===== src/rtl/scanline_pkg.sv =====
package scanline_pkg;
  localparam int LINE_W = 9;
  localparam int DATA_W = 8;
  typedef enum logic [1:0] {
    REG_MODE  = 2'd0,
    REG_LINE  = 2'd1,
    REG_FLAGS = 2'd2,
    REG_MASK  = 2'd3
  } reg_sel_e;
endpackage


===== src/rtl/scanline_counter.sv =====
module scanline_counter #(
  parameter int LINE_W  = 9,
  parameter int FRAME_S = 263,
  parameter int FRAME_L = 312
) (
  input  logic              clk,
  input  logic              rst_n,
  input  logic              line_tick,
  input  logic              long_frame,
  output logic [LINE_W-1:0] line_q,
  output logic              start_q
);
  localparam logic [LINE_W-1:0] LAST_S = LINE_W'(FRAME_S - 1);
  localparam logic [LINE_W-1:0] LAST_L = LINE_W'(FRAME_L - 1);

  logic [LINE_W-1:0] last;
  assign last = long_frame ? LAST_L : LAST_S;

  always_ff @(posedge clk) begin
    if (!rst_n) begin
      line_q  <= '0;
      start_q <= 1'b0;
    end else begin
      start_q <= line_tick;
      if (line_tick) begin
        if (line_q >= last) line_q <= '0;
        else                line_q <= line_q + 1'b1;
      end
    end
  end
endmodule


===== src/rtl/scanline_match.sv =====
module scanline_match #(
  parameter int LINE_W = 9
) (
  input  logic [LINE_W-1:0] line_q,
  input  logic [LINE_W-1:0] target,
  input  logic              start_q,
  output logic              hit
);
  // Fire only on the first cycle of a line, never as a level compare
  assign hit = start_q && (line_q == target);
endmodule


===== src/rtl/scanline_regs.sv =====
module scanline_regs
  import scanline_pkg::*;
(
  input  logic              clk,
  input  logic              rst_n,
  input  logic              host_wr,
  input  logic [1:0]        host_addr,
  input  logic [DATA_W-1:0] host_wdata,
  input  logic              hit,
  input  logic [LINE_W-1:0] line_q,
  output logic [LINE_W-1:0] target,
  output logic              flag_q,
  output logic              mask_q,
  output logic              pend,
  output logic [DATA_W-1:0] host_rdata
);
  logic [6:0] mode_low_q;
  logic       ack;

  assign ack  = host_wr && (host_addr == REG_FLAGS) && host_wdata[0];
  assign pend = flag_q && mask_q;

  always_ff @(posedge clk) begin
    if (!rst_n) begin
      target     <= '0;
      mode_low_q <= '0;
      mask_q     <= 1'b0;
      flag_q     <= 1'b0;
    end else begin
      if (host_wr && host_addr == REG_MODE) begin
        target[8]  <= host_wdata[7];
        mode_low_q <= host_wdata[6:0];
      end
      if (host_wr && host_addr == REG_LINE) target[7:0] <= host_wdata;
      if (host_wr && host_addr == REG_MASK) mask_q <= host_wdata[0];
      if (hit)      flag_q <= 1'b1;
      else if (ack) flag_q <= 1'b0;
    end
  end

  always_comb begin
    unique case (host_addr)
      REG_MODE:  host_rdata = {line_q[8], mode_low_q};
      REG_LINE:  host_rdata = line_q[7:0];
      REG_FLAGS: host_rdata = {pend, 6'b0, flag_q};
      default:   host_rdata = {7'b0, mask_q};
    endcase
  end
endmodule


===== src/rtl/scanline_irq.sv =====
module scanline_irq #(
  parameter int FRAME_S = 263,
  parameter int FRAME_L = 312
) (
  input  logic       clk,
  input  logic       rst_n,
  input  logic       line_tick,
  input  logic       long_frame,
  input  logic       host_wr,
  input  logic [1:0] host_addr,
  input  logic [7:0] host_wdata,
  output logic [7:0] host_rdata,
  output logic       irq
);
  import scanline_pkg::*;

  logic [LINE_W-1:0] line_q;
  logic [LINE_W-1:0] target;
  logic              start_q;
  logic              hit;
  logic              flag_q;
  logic              mask_q;
  logic              pend;

  scanline_counter #(.LINE_W(LINE_W), .FRAME_S(FRAME_S), .FRAME_L(FRAME_L)) u_cnt (
    .clk(clk), .rst_n(rst_n), .line_tick(line_tick), .long_frame(long_frame),
    .line_q(line_q), .start_q(start_q)
  );

  scanline_match #(.LINE_W(LINE_W)) u_match (
    .line_q(line_q), .target(target), .start_q(start_q), .hit(hit)
  );

  scanline_regs u_regs (
    .clk(clk), .rst_n(rst_n), .host_wr(host_wr), .host_addr(host_addr),
    .host_wdata(host_wdata), .hit(hit), .line_q(line_q), .target(target),
    .flag_q(flag_q), .mask_q(mask_q), .pend(pend), .host_rdata(host_rdata)
  );

  assign irq = pend;
endmodule


===== config.mk =====
export PLATFORM = sky130hd
export DESIGN_NAME = scanline_irq
export DESIGN_NICKNAME = d
export VERILOG_FILES = /design/src/rtl/scanline_pkg.sv /design/src/rtl/scanline_counter.sv /design/src/rtl/scanline_match.sv /design/src/rtl/scanline_regs.sv /design/src/rtl/scanline_irq.sv
export SDC_FILE = /design/constraint.sdc
export NUM_CORES = 1
export LEC_CHECK = 0
export BUFFER_PORTS_ARGS = -buffer_cell sky130_fd_sc_hd__buf_4
export CAP_MARGIN = 10
export CORE_UTILIZATION = 62
export CTS_BUF_LIST = sky130_fd_sc_hd__clkbuf_4
export CTS_CLUSTER_SIZE = 24
export DETAILED_ROUTE_END_ITERATION = 10
export PLACE_DENSITY = 0.89
export SLEW_MARGIN = 20
export SYNTH_ARGS = -nofsm -noshare
export SYNTH_HDL_FRONTEND = slang
export SYNTH_HIERARCHICAL = 1
export SYNTH_SLANG_ARGS = --single-unit

===== constraint.sdc =====
create_clock -name clk -period 2 [get_ports clk]
set_input_delay 0.2 -clock clk [delete_from_list [all_inputs] [get_ports clk]]
set_output_delay 0.2 -clock clk [all_outputs]
set_load 0.1 [all_outputs]

==> qor.yml <==
outcome:
  status: "completed"
die:
  die_y_um: 50.39
  io-pin-count: 24
  num_rows: 17
  die_w_um: 50.39
  coreArea_um2: 2212
  dieArea_um2: 2539
  initial_utilization_pct: 65.61
sta:
  timing_worst_slew_pin_value_ns: 0.4915
  finalMaxSlewViolations: 0
  rsz0062_at_grt: "no"
  tns_ns: 0
  final_critical_path_setup_slack_ns: 0.3198
  clock_skew_ns: 0.002244
  fmax_ghz: 0.5952
  slew_headroom_pct: 67.23
  fin_crit_sh_pct: 84.01
  setup_violations: 0
  period_minus_slack_ns: 1.680
  hold_viol: 0
logic_synthesis:
  syn_area_per_cell_um2: 9.245
  yosys-top-cells-count: "nand2_1, dfxtp_1, mux2i_1, nor2_1, xnor2_1"
  synth_top_area_cell: "dfxtp_1"
  yosysSeqAreaShare_pct: 38.62
  synth_warnings: 6
  synth-seq-cells: 28
  syn_inst: 157
  async_flop_share_pct: 0
  ys.flop_type: "dfxtp_1"
  synth_edf_count: 0
  synth_cell_type_count: 30
  synth_area_um2: 1451
  yosysMostFrequentCell: "nand2_1"
  ys_top_cells_by_area: "dfxtp_1, mux2i_1, nand2_1"
  synth.net_count: 176
  yosysTopAreaCellShare_pct: 38.62
placement:
  hpwlAfterDp_mm: 2.339
  globalplace.congestion: 0.9008
  port_buffers: 23
  pre_cts_ws_ns: 0.4420
critical_path:
  crit_type: "reg -> out"
  required_ns: 1.80
  timing.critical_path.fanout_max: 6
  worst_setup_path_end_kind: "output port"
  worstPathArrival_ns: 1.48
  critPathLaunchType: "register"
detailed_routing:
  routed_wl_mm: 3.134
  drt_pass1_iterations: 4
  drt_iter0_markers: 16
  ant_nets: 0
  avgViaCountPerCell: 5.799
  drc: 0
  routedWlPerCell_um: 15.36
  vias: 1183
clocking:
  root_buffer: "clkbuf_4"
  worstSkewPairLatency_ns: 0.33
  htree_num_levels: 1
  cts_made_buffers: 3
  cts_resized: 0
  cts.hold.buffers_added: 0
  cts_tree: "done"
  clkTransAtPathRegs_ns: 0.14
  post_cts_buffers: 0
  clkSinkCount: 28
  max-clock-path-buffers: 2
layout:
  areaGrowthSynthToFinish_pct: 12.84
  final_core_util_pct: 74.04
  antenna_cells: 0
  drive_gt1_share_pct: 19.89
  multi_input_area_um2: 835.8
  regArea_um2: 560.5
  fillers: 174
  layout.nets: 196
grt:
  grt_pass1_wl_mm: 5.168
  first_global_vias: 1209
  grtUsageTotal_pct: 28.01
  grt_max_degree: 29
  grt_antenna_before_repair: 0
  grt_overflow: 0
pwr:
  p_leak_nw: 0.7026
  vdd_drop_max_uv: 509.0
  fin_total_pwr_w: 0.0009979
  power_density_nw_per_um2: 609.3
job:
  drv_cap: 0
hold_path:
  hp-class: "in -> reg"
[cell type report]
cell class	count	area share (%)
Multi-Input combinational cell	119	51.03
Timing Repair Buffer	23	10.54
Inverter	2	0.4584
Sequential cell	28	34.22
Clock buffer	3	1.375
Clock inverter	1	0.2292
Tap cell	28	2.139
[stage by stage]
step           std cells  cell area (µm²)  hold WS [ns]
6_report             204             1638        0.1325
5_1_grt              204             1638        0.1273
4_1_cts              204             1638        0.1173
3_5_place_dp         200             1612        0.4589
3_3_place_gp         200             1612        0.4464
2_1_floorplan        157             1455        0.3406
[path summary, 6_finish.rpt]
| check | start | endpoint | slack (ns) | cells past startpoint |
|---|---|---|---|---|
| max | u_cnt/line_q[0] | host_rdata[0] | 0.32 | 2 |
| min | host_wdata[1] | u_regs/target[1] | 0.13 | 3 |
| max reg2reg | u_cnt/line_q[0] | u_cnt/line_q[6] | 0.36 | 6 |
| min reg2reg | u_regs/mode_low_q[6] | u_regs/mode_low_q[6] | 0.48 | 2 |
[worst max-delay path: stages, from the launching register on]
cell and delay, ns:
dfxtp_1 0.43, mux4_2 0.47, buf_4 0.24
[routing by layer]
metal	track usage [%]	up-vias	share of wire, %
met4	21.30	0	3.3
li1	-	579	-
met2	46.44	40	50
met1	32.13	553	42
met3	4.242	11	4.9
met5	0	-	0
[power breakdown]
| part | total [W] | switching (W) | leakage, nW | internal [W] |
|---|---|---|---|---|
| Combinational | 0.000163 | 0.0000948 | 0.460 | 0.0000681 |
| Sequential | 0.000597 | 0.0000199 | 0.228 | 0.000577 |
| Clock | 0.000238 | 0.000164 | 0.0154 | 0.0000735 |
[cell usage in the layout, fill, tap and decap left out]
cell	Yosys	routed
a21oi_1	2	2
a21oi_2	1	1
a41o_2	1	1
and2_1	1	1
and2_2	1	1
and3_4	1	1
and3b_2	1	1
buf_4	0	23
clkbuf_4	0	3
clkinv_1	0	1
dfxtp_1	28	28
ha_1	4	4
inv_1	2	2
mux2i_1	25	25
mux4_2	1	1
nand2_1	31	31
nand3_1	2	2
nand4_1	5	5
nand4b_1	2	2
nor2_1	14	14
nor2b_1	1	1
nor3_2	1	1
nor3b_1	1	1
o21ai_0	4	3
o21ai_2	0	1
o221a_2	1	1
o311ai_1	1	1
or3_1	2	2
or3b_1	1	1
xnor2_1	11	11
xor2_1	4	4
[state kept, by name (all words and copies together) (netlist names)]
| name | count |
|---|---|
| u_cnt/line_q | 9 |
| u_regs/target | 9 |
| u_regs/mode_low_q | 7 |
| u_cnt/start_q | 1 |
| u_regs/flag_q | 1 |
| u_regs/mask_q | 1 |
[kinds of logic (layout without fill, tap and decap cells)]
kind of cell | after synthesis | in the layout | share of synthesized area, %
AND/OR/NAND/NOR | 64 | 64 | 21.21
flip-flops | 28 | 28 | 38.62
multiplexers | 26 | 26 | 18.79
XOR/XNOR | 15 | 15 | 9.051
AO/OA/AOI/OAI | 10 | 10 | 4.828
buffers and inverters | 10 | 29 | 4.051
adder cells (fa/ha/maj) | 4 | 4 | 3.448
Note: power is estimated with default switching activity, not from simulation.
